**src/rtl/sysctl_pkg.sv**
```systemverilog
package sysctl_pkg;
  localparam int unsigned KEY_W = 30;

  localparam logic [7:0] OFF_ID0      = 8'h00;
  localparam logic [7:0] OFF_ID1      = 8'h04;
  localparam logic [7:0] OFF_CNT_SLOW = 8'h08;
  localparam logic [7:0] OFF_CNT_FAST = 8'h0C;
  localparam logic [7:0] OFF_FLAGS    = 8'h10;
  localparam logic [7:0] OFF_FLAGCLR  = 8'h14;
  localparam logic [7:0] OFF_LOCK     = 8'h18;
  localparam logic [7:0] OFF_RSTCTL   = 8'h1C;
  localparam logic [7:0] OFF_DISP     = 8'h50;
  localparam logic [7:0] OFF_OSC0     = 8'h54;
  localparam logic [7:0] OFF_OSC1     = 8'h58;
  localparam logic [7:0] OFF_OSC2     = 8'h5C;
  localparam logic [7:0] OFF_OSC3     = 8'h60;
  localparam logic [7:0] OFF_OSC4     = 8'h64;
  localparam logic [7:0] OFF_CFGDATA  = 8'hA0;
  localparam logic [7:0] OFF_CFGCTRL  = 8'hA4;
  localparam logic [7:0] OFF_CFGSTAT  = 8'hA8;
  localparam logic [7:0] WINDOW_END   = 8'hD4;

  localparam logic [31:0] VAL_DISP = 32'h0000_1F00;
  localparam logic [31:0] VAL_OSC0 = 32'h0001_2C5C;
  localparam logic [31:0] VAL_OSC1 = 32'h0000_2CC0;
  localparam logic [31:0] VAL_OSC2 = 32'h0000_2C75;
  localparam logic [31:0] VAL_OSC3 = 32'h0002_0211;
  localparam logic [31:0] VAL_OSC4 = 32'h0000_2C75;

  localparam int unsigned BIT_START = 31;
  localparam int unsigned BIT_DIRWR = 30;

  typedef struct packed {
    logic             start;
    logic             dir_wr;
    logic [KEY_W-1:0] key;
  } cfg_req_t;
endpackage

```
**src/rtl/sysctl_tick_counter.sv**
```systemverilog
module sysctl_tick_counter #(
  parameter int unsigned CLK_KHZ  = 125000,
  parameter int unsigned RATE_KHZ = 24000,
  parameter int unsigned CNT_W    = 32
) (
  input  logic             clk,
  input  logic             rst_n,
  output logic [CNT_W-1:0] count
);
  localparam int unsigned ACC_W = $clog2(CLK_KHZ) + 2;
  localparam logic [ACC_W-1:0] RATE_V = ACC_W'(RATE_KHZ);
  localparam logic [ACC_W-1:0] CLK_V  = ACC_W'(CLK_KHZ);

  logic [ACC_W-1:0] acc_q, acc_d;
  logic [ACC_W-1:0] acc_sum;
  logic [CNT_W-1:0] cnt_q, cnt_d;
  logic             carry;

  always_comb begin
    acc_sum = acc_q + RATE_V;
    carry   = (acc_sum >= CLK_V);
    acc_d   = carry ? (acc_sum - CLK_V) : acc_sum;
    cnt_d   = carry ? (cnt_q + CNT_W'(1)) : cnt_q;
  end

  always_ff @(posedge clk or negedge rst_n) begin
    if (!rst_n) begin
      acc_q <= '0;
      cnt_q <= '0;
    end else begin
      acc_q <= acc_d;
      cnt_q <= cnt_d;
    end
  end

  assign count = cnt_q;
endmodule

```
**src/rtl/sysctl_cfg_bridge.sv**
```systemverilog
module sysctl_cfg_bridge
  import sysctl_pkg::*;
#(
  parameter int unsigned        DEV_N    = 3,
  parameter logic [DEV_N*KEY_W-1:0] DEV_KEYS = '0
) (
  input  logic               clk,
  input  logic               rst_n,
  input  logic               data_wr_en,
  input  logic               ctrl_wr_en,
  input  logic [31:0]        wdata,
  output logic [31:0]        data_q,
  output logic [DEV_N-1:0]   cfg_sel,
  output logic               cfg_we,
  output logic [31:0]        cfg_wdata,
  input  logic [DEV_N*32-1:0] cfg_rdata
);
  localparam int unsigned IDX_W = (DEV_N > 1) ? $clog2(DEV_N) : 1;

  cfg_req_t         req;
  logic [DEV_N-1:0] match;
  logic [DEV_N-1:0] first_hit;
  logic [IDX_W-1:0] hit_idx;
  logic             any_hit;
  logic [31:0]      rd_word;
  logic [31:0]      data_d;

  assign req = cfg_req_t'(wdata);

  for (genvar g = 0; g < DEV_N; g++) begin : g_match
    assign match[g] = (req.key == DEV_KEYS[g*KEY_W +: KEY_W]);
  end

  always_comb begin
    first_hit = '0;
    hit_idx   = '0;
    any_hit   = 1'b0;
    for (int i = 0; i < DEV_N; i++) begin
      if (match[i] && !any_hit) begin
        first_hit[i] = 1'b1;
        hit_idx      = IDX_W'(i);
        any_hit      = 1'b1;
      end
    end
  end

  always_comb begin
    rd_word = '0;
    for (int i = 0; i < DEV_N; i++) begin
      if (hit_idx == IDX_W'(i)) rd_word = cfg_rdata[i*32 +: 32];
    end
  end

  assign cfg_sel   = (ctrl_wr_en && req.start) ? first_hit : '0;
  assign cfg_we    = ctrl_wr_en && req.start && req.dir_wr && any_hit;
  assign cfg_wdata = data_q;

  always_comb begin
    data_d = data_q;
    if (data_wr_en)
      data_d = wdata;
    else if (ctrl_wr_en && req.start && !req.dir_wr && any_hit)
      data_d = rd_word;
  end

  always_ff @(posedge clk or negedge rst_n) begin
    if (!rst_n) data_q <= '0;
    else        data_q <= data_d;
  end
endmodule

```
**src/rtl/sysctl_regs.sv**
```systemverilog
module sysctl_regs
  import sysctl_pkg::*;
#(
  parameter int unsigned            DEV_N    = 3,
  parameter logic [DEV_N*KEY_W-1:0] DEV_KEYS = {30'h0830_1003, 30'h0420_2005, 30'h0410_0000},
  parameter logic [31:0]            ID0_VAL  = 32'h5157_0001,
  parameter logic [31:0]            ID1_VAL  = 32'h5157_0002,
  parameter int unsigned            CLK_KHZ  = 125000,
  parameter int unsigned            SLOW_KHZ = 24000,
  parameter int unsigned            FAST_KHZ = 100000,
  parameter int unsigned            CNT_W    = 32
) (
  input  logic                clk,
  input  logic                rst_n,
  input  logic [7:0]          bus_addr,
  input  logic                bus_rd,
  input  logic                bus_wr,
  input  logic [31:0]         bus_wdata,
  output logic [31:0]         bus_rdata,
  output logic [DEV_N-1:0]    cfg_sel,
  output logic                cfg_we,
  output logic [31:0]         cfg_wdata,
  input  logic [DEV_N*32-1:0] cfg_rdata
);
  logic rst_meta_q, rst_int_n;
  always_ff @(posedge clk or negedge rst_n) begin
    if (!rst_n) begin
      rst_meta_q <= 1'b0;
      rst_int_n  <= 1'b0;
    end else begin
      rst_meta_q <= 1'b1;
      rst_int_n  <= rst_meta_q;
    end
  end

  logic        in_win;
  logic        wr_flags, wr_clr, wr_lock, wr_data, wr_ctrl;
  logic [31:0] flags_q, flags_d;
  logic [15:0] lock_q, lock_d;
  logic [31:0] cfg_data_q;
  logic [CNT_W-1:0] cnt_slow, cnt_fast;

  assign in_win   = (bus_addr < WINDOW_END);
  assign wr_flags = bus_wr && in_win && (bus_addr == OFF_FLAGS);
  assign wr_clr   = bus_wr && in_win && (bus_addr == OFF_FLAGCLR);
  assign wr_lock  = bus_wr && in_win && (bus_addr == OFF_LOCK);
  assign wr_data  = bus_wr && in_win && (bus_addr == OFF_CFGDATA);
  assign wr_ctrl  = bus_wr && in_win && (bus_addr == OFF_CFGCTRL);

  sysctl_tick_counter #(.CLK_KHZ(CLK_KHZ), .RATE_KHZ(SLOW_KHZ), .CNT_W(CNT_W)) u_cnt_slow (
    .clk(clk), .rst_n(rst_int_n), .count(cnt_slow)
  );
  sysctl_tick_counter #(.CLK_KHZ(CLK_KHZ), .RATE_KHZ(FAST_KHZ), .CNT_W(CNT_W)) u_cnt_fast (
    .clk(clk), .rst_n(rst_int_n), .count(cnt_fast)
  );

  sysctl_cfg_bridge #(.DEV_N(DEV_N), .DEV_KEYS(DEV_KEYS)) u_bridge (
    .clk       (clk),
    .rst_n     (rst_int_n),
    .data_wr_en(wr_data),
    .ctrl_wr_en(wr_ctrl),
    .wdata     (bus_wdata),
    .data_q    (cfg_data_q),
    .cfg_sel   (cfg_sel),
    .cfg_we    (cfg_we),
    .cfg_wdata (cfg_wdata),
    .cfg_rdata (cfg_rdata)
  );

  always_comb begin
    flags_d = flags_q;
    if (wr_clr)        flags_d = '0;
    else if (wr_flags) flags_d = bus_wdata;
    lock_d = wr_lock ? bus_wdata[15:0] : lock_q;
  end

  always_ff @(posedge clk or negedge rst_int_n) begin
    if (!rst_int_n) begin
      flags_q <= '0;
      lock_q  <= '0;
    end else begin
      flags_q <= flags_d;
      lock_q  <= lock_d;
    end
  end

  always_comb begin
    bus_rdata = '0;
    if (bus_rd && in_win) begin
      unique case (bus_addr)
        OFF_ID0:      bus_rdata = ID0_VAL;
        OFF_ID1:      bus_rdata = ID1_VAL;
        OFF_CNT_SLOW: bus_rdata = 32'(cnt_slow);
        OFF_CNT_FAST: bus_rdata = 32'(cnt_fast);
        OFF_FLAGS:    bus_rdata = flags_q;
        OFF_LOCK:     bus_rdata = {16'h0000, lock_q};
        OFF_DISP:     bus_rdata = VAL_DISP;
        OFF_OSC0:     bus_rdata = VAL_OSC0;
        OFF_OSC1:     bus_rdata = VAL_OSC1;
        OFF_OSC2:     bus_rdata = VAL_OSC2;
        OFF_OSC3:     bus_rdata = VAL_OSC3;
        OFF_OSC4:     bus_rdata = VAL_OSC4;
        OFF_CFGDATA:  bus_rdata = cfg_data_q;
        OFF_CFGCTRL:  bus_rdata = 32'h0;
        OFF_CFGSTAT:  bus_rdata = 32'h1;
        default:      bus_rdata = 32'h0;
      endcase
    end
  end
endmodule

```
**config.mk**
```make
export PLATFORM = sky130hd
export DESIGN_NAME = sysctl_regs
export DESIGN_NICKNAME = d
export VERILOG_FILES = /design/src/rtl/sysctl_pkg.sv /design/src/rtl/sysctl_tick_counter.sv /design/src/rtl/sysctl_cfg_bridge.sv /design/src/rtl/sysctl_regs.sv
export SDC_FILE = /design/constraint.sdc
export NUM_CORES = 1
export LEC_CHECK = 0
export BUFFER_PORTS_ARGS = -buffer_cell sky130_fd_sc_hd__buf_2
export CORE_MARGIN = 5
export CORE_UTILIZATION = 30
export DETAILED_ROUTE_END_ITERATION = 8
export HOLD_SLACK_MARGIN = 0.12
export SYNTH_ARGS = -nofsm -noshare
export SYNTH_HDL_FRONTEND = slang
export SYNTH_HIERARCHICAL = 1
export SYNTH_SLANG_ARGS = --single-unit
```
**constraint.sdc**
```tcl
create_clock -name clk -period 6.4 [get_ports clk]
set_input_delay 0.64 -clock clk [delete_from_list [all_inputs] [get_ports clk]]
set_output_delay 0.64 -clock clk [all_outputs]
set_load 0.05 [all_outputs]
```
**Word-level counts from Yosys, hierarchy flattened**

Cells that the tools add are included.

- Output and inout bits: 68
- Logic and storage cells: 79
- Input bits: 140
- Register bits after elaboration: 184

- Multiplexer cells: 19
- Reductions and logical operators: 22
- $add $sub $neg: 6
- Equal/unequal tests: 20
- $lt $le $gt $ge: 3

Operators by type and width:

| operator | number |
|---|---|
| 32-bit case mux with 13 select lines | 1 |
| 32-bit two-way mux | 8 |
| 32-bit by 1-bit adder with 32-bit output (second input constant) | 2 |
| 30-bit by 27-bit == test with 1-bit output (second input constant) | 2 |
| 8-bit by 7-bit == test with 1-bit output (second input constant) | 6 |
| 19-bit by 17-bit >= comparator with 1-bit output (second input constant) | 2 |
| 19-bit two-way mux | 2 |
| 19-bit by 17-bit subtractor with 19-bit output (second input constant) | 2 |
| 30-bit by 28-bit == test with 1-bit output (second input constant) | 1 |
| 8-bit by 5-bit == test with 1-bit output (second input constant) | 3 |
| 8-bit == test (second input constant) | 3 |
| 19-bit by 15-bit adder with 19-bit output (second input constant) | 1 |
| 19-bit by 17-bit adder with 19-bit output (second input constant) | 1 |
| 8-bit by 4-bit == test with 1-bit output (second input constant) | 2 |
| 1-bit logical AND | 14 |
| 8-bit by 3-bit == test with 1-bit output (second input constant) | 1 |
| 8-bit zero test | 1 |
| 8-bit < comparator (second input constant) | 1 |
| 1-bit two-way mux | 6 |
| 2-bit nonzero test | 2 |
| 1-bit zero test | 3 |
| 3-bit two-way mux | 1 |
| 2-bit by 1-bit == test with 1-bit output (second input constant) | 1 |
| 2-bit == test (second input constant) | 1 |
| 3 further kinds | 3 |

**Depth between registers and ports, before layout**

- Depth in word-level cells: 14
- Mapped depth: 11
- Gate-level depth less buffers: 10

**By module**

The synthesis kept the hierarchy.

Modules (own cells, without submodules):

| module | cells each | area an instance (sq um) | instances | sequential area each (sq um) |
|---|---|---|---|---|
| sysctl_regs | 326 | 3138.0 | 1 | 1251.2 |
| sysctl_tick_counter (u_cnt_fast) | 292 | 2921.6 | 1 | 1201.2 |
| sysctl_tick_counter (u_cnt_slow) | 264 | 2627.5 | 1 | 1201.2 |
| sysctl_cfg_bridge | 243 | 2431.1 | 1 | 800.8 |

**Worst setup path after synthesis**

Ideal clock, no wire load.

- Path kind: input -> output
- Start: input port bus_addr[2]
- End: output port cfg_we
- Path slack: 2.024 ns
- Buffers on the path: 1
- Required time: 5.760 ns
- Cell stages on the path: 8
- Arrival: 3.736 ns
- Cells stage by stage: clkbuf_1 -> o21a_1 -> o211ai_1 -> nand2_1 -> nor3_1 -> nand2_1 -> or3_1 -> nor4b_1

- Cells in the longest elaborated chain, start to end: 6
- Elaborated cells between the ends (all ways): 7
- Classes of those cells: 1 x order compare; 1 x eq/ne; 5 x reduce/logical

RTL lines:

| element | line | source |
|---|---|---|
| start, declared | sysctl_regs.sv:15 | `input logic [7:0] bus_addr,` |
| 8-bit < comparator | sysctl_regs.sv:43 | `assign in_win = (bus_addr < WINDOW_END);` |
| 1-bit logical AND | sysctl_regs.sv:48 | `assign wr_ctrl = bus_wr && in_win && (bus_addr == OFF_CFGCTRL);` |
| 1-bit logical AND * | sysctl_regs.sv:48 |  |
| named net wr_ctrl | sysctl_regs.sv:37 | `logic wr_flags, wr_clr, wr_lock, wr_data, wr_ctrl;` |
| 1-bit logical AND * (3 in a row) | sysctl_cfg_bridge.sv:55 | `assign cfg_we = ctrl_wr_en && req.start && req.dir_wr && any_hit;` |
| end, declared | sysctl_regs.sv:21 | `output logic cfg_we,` |

The timed path passes the listed nets; every way through them passes the cells marked *.

**Worst setup path in the final report**

Same ends and word-level chain as after synthesis.

==> flow_summary.ini <==
[run]
maxCapViolations = 0

[clock_tree]
clock_path_buffers = 2
tritoncts_clock_tree = yes
clk_pin_slew_worst_paths_ns = 0.07
cts_root_buffer = clkbuf_16
cts-htree-levels = 4
cts_setup_buffers = 0
clk_latency_ns = 0.44
cts_inserted_buffers = 17
tritoncts_num_sinks = 178

[worst_setup_path]
critical_path.max_stage_delay_ns = 0.56
cp_cell_sequence = buf_2 -> o21a_1 -> o211ai_1 -> nand2_1 -> nor3_1 -> nand2_1 -> or3_1 -> nor4b_1 -> buf_2
timing.rr.start = u_cnt_slow/acc_q[6]$_DFF_PN0_
crit_slowest_cell = o211ai_1
timing.critical_path.from_type = primary input
setup.worst_path.end_class = primary output
arrival_ns = 3.21
r2r_end = u_cnt_slow/count[21]$_DFFE_PN0P_
worst-r2r-cell-count = 10
critPathKind = primary input to primary output
cp_max_fo = 12
worst-endpoint-required_ns = 5.76
rrSetupSlack_ns = 2.60

[die]
dieWidth_um = 203
std_cell_rows = 70
initial_core_util = 0.304
die_h_um = 203
fp.dieArea_um2 = 41000
design.core.area_um2 = 36600
io_pins = 208

[drt]
detail-route-antenna-nets = 0
drc = 0
detailroute.via_count = 9442
drt_first_iter_violations = 815
drt_first_pass_iters = 6
detail_route.wirelength_um = 35400
vias_per_cell = 5.41
detail_route.wl_per_cell_um = 20.3

[worst_hold_path]
worst_hold_path.num_cells = 0
min_to = rst_int_n$_DFF_PN0_
hold_class = register to register
hold_path_startpoint = rst_meta_q$_DFF_PN0_

[global_routing]
antenna_found_initial = 5
via_count_of_the_first_global_routing_pass = 9426
grt_usage = 0.167
pin_count_of_the_biggest_net_entering_global_routing = 74
overflow = 0
wire_length_of_the_first_global_routing_pass_um = 55000

[run_status]
outcome = finished clean

[logic_synthesis]
yosys.area.top_type = dfrtp_1
synth_top_area_cells = dfrtp_1, mux2i_1, xnor2_1
async_reset_ff_frac = 1.00
ys.flop_type = dfrtp_1
synth.most_common_cell = dfrtp_1
postSynthNetCount = 1276
synth.cell_area_um2 = 11100
synth.yosys.seq_area_share = 0.401
yosysWarnings = 6
synth.top_cell.area_share = 0.401
synth_enable_flop_cells = 0
syn-mean-instance-area_um2 = 9.88
synth_cell_types = 96
syn_inst = 1125
ys_ff_latch = 178
netlist_top_cells_count = dfrtp_1, mux2i_1, nor2_1

[cells_and_area]
final_layout_size_suffix_gt1_frac = 0.257
fillCellCount = 3729
multi_input_area_um2 = 6040
antenna_cells = 0
final-seq-area_um2 = 4460
layout-area-overhead-vs-synth_pct = 15.9
design.final.nets = 1414

[timing]
slew_violations = 0
worst_slew_margin_rel = 0.144
rsz0062_at_grt = no
clock_tree_skew_after_final_layout_ns = 0.0118
fin_hold_ws_ns = 0.355
fin_crit_sh = 0.602
setup_violators_final = 0
fin_tns_setup_ns = 0
max_freq_ghz = 0.260
finalWorstPathRequiredPeriod_ns = 3.85
hold_viol = 0
tightest_slew_ns = 1.28

[power]
power-per-cell-area_nw_per_um2 = 188
power_switching_share = 0.268
p_leak_nw = 5.95
net-switching-power_mw = 0.648
p_seq_frac = 0.484
power_frac_comb = 0.074
clockPowerShare = 0.442
max-vdd-ir-drop_mv = 0.213
internal_power_mw = 1.77

[placement]
place.detailed.hpwl_um = 26600
place_congestion = 0.867
buffer_ports.inserted = 207
power groups by stage:
stage | Sequential [mW] | Combinational, mW | Clock [mW]
after global placement | 1.19 | 0.176 | 0
after floorplan | 1.22 | 0.0621 | 0
after CTS | 1.17 | 0.179 | 1.09
final | 1.17 | 0.178 | 1.07
after global routing | 1.18 | 0.194 | 1.14
after detailed placement | 1.20 | 0.178 | 0
metrics by stage:
stage	std cells	power (mW)	worst slack, ns	utilization	cell area [um^2]
2_1_floorplan	1125	1.29	1.07	-	11100
3_3_place_gp	1711	1.37	2.30	0.336	12300
3_5_place_dp	1711	1.37	2.19	0.336	12300
4_1_cts	1744	2.45	2.56	0.352	12900
5_1_grt	1744	2.51	2.36	0.352	12900
6_report	1744	2.42	2.55	0.352	12900
what timing repair did:
item	CTS	global route
hold buffers	1	0
resized for setup	0	0
hold endpoints to repair	2	0
state kept, by name (all words and copies together), names as in the netlist:
| register | cells |
|---|---|
| u_cnt_fast/acc_q | 16 |
| rst_int_n | 1 |
| rst_meta_q | 1 |
| flags_q | 32 |
| u_bridge/cfg_wdata | 32 |
| u_cnt_fast/count | 32 |
| lock_q | 16 |
| u_cnt_slow/count | 32 |
| u_cnt_slow/acc_q | 16 |
layout by cell type, fill, tap and decap left out, drive strengths merged, types with 11 or more instances in the layout:
master	instances
nor2	92
a22oi	16
inv	28
a21oi	51
mux2	17
nor2b	12
and3	26
a31oi	12
xnor2	77
buf	219
nand2	70
o22a	32
xor2	25
ha	11
a221oi	15
nand3	33
nor3	21
mux2i	99
nand4	17
a222oi	22
o21ai	53
dfrtp	178
clkbuf	18
per-layer routing:
| layer | vias up | global-route usage | routed length, um |
|---|---|---|---|
| met5 | - | 0 | 21 |
| met4 | 4 | 0.0347 | 392 |
| met3 | 30 | 0.0278 | 1710 |
| met2 | 285 | 0.266 | 17100 |
| met1 | 4762 | 0.240 | 16200 |
| li1 | 4361 | - | - |
final cells by class:
type	count	share of cell area
clock buffer	18	0.0341
clock inverter	14	0.0112
inverter	21	0.00612
multi-input combinational	825	0.469
sequential	178	0.346
tap	468	0.0455
timing repair buffer	220	0.0882
how the worst max path moves through the flow:
| stage | start | endpoint | slack (ns) | cells past startpoint |
|---|---|---|---|---|
| after floorplan | rst_int_n$_DFF_PN0_ | flags_q[0]$_DFFE_PN0P_ | 1.07 | 0 |
| after global placement | bus_wdata[29] | u_bridge/cfg_wdata[25]$_DFFE_PN0P_ | 2.30 | 6 |
| after detailed placement | bus_wdata[29] | u_bridge/cfg_wdata[23]$_DFFE_PN0P_ | 2.19 | 6 |
| after CTS | bus_addr[2] | cfg_we | 2.56 | 9 |
| after global routing | bus_wdata[29] | u_bridge/cfg_wdata[30]$_DFFE_PN0P_ | 2.36 | 6 |
| final | bus_addr[2] | cfg_we | 2.55 | 9 |
cells by family (layout without fill, tap and decap cells):
family                     Yosys count  count (layout)  synth area share
and+or+nand+nor                    338             338             0.164
AOI/OAI and AO/OA                  257             257             0.172
DFF                                178             178             0.401
buffers and inverters              122             273            0.0598
muxes                              116             116             0.110
xor gates and xnor gates           102             102            0.0810
adders and majority gates           11              11            0.0124
other                                1               1          0.000337
critical path: cells and delay by family:
kind | cells | cell delay (ns)
AO/OA/AOI/OAI | 2 | 0.75
buffers and inverters | 2 | 0.50
AND/OR/NAND/NOR | 5 | 1.32
Note: power is estimated with default switching activity, not from simulation.
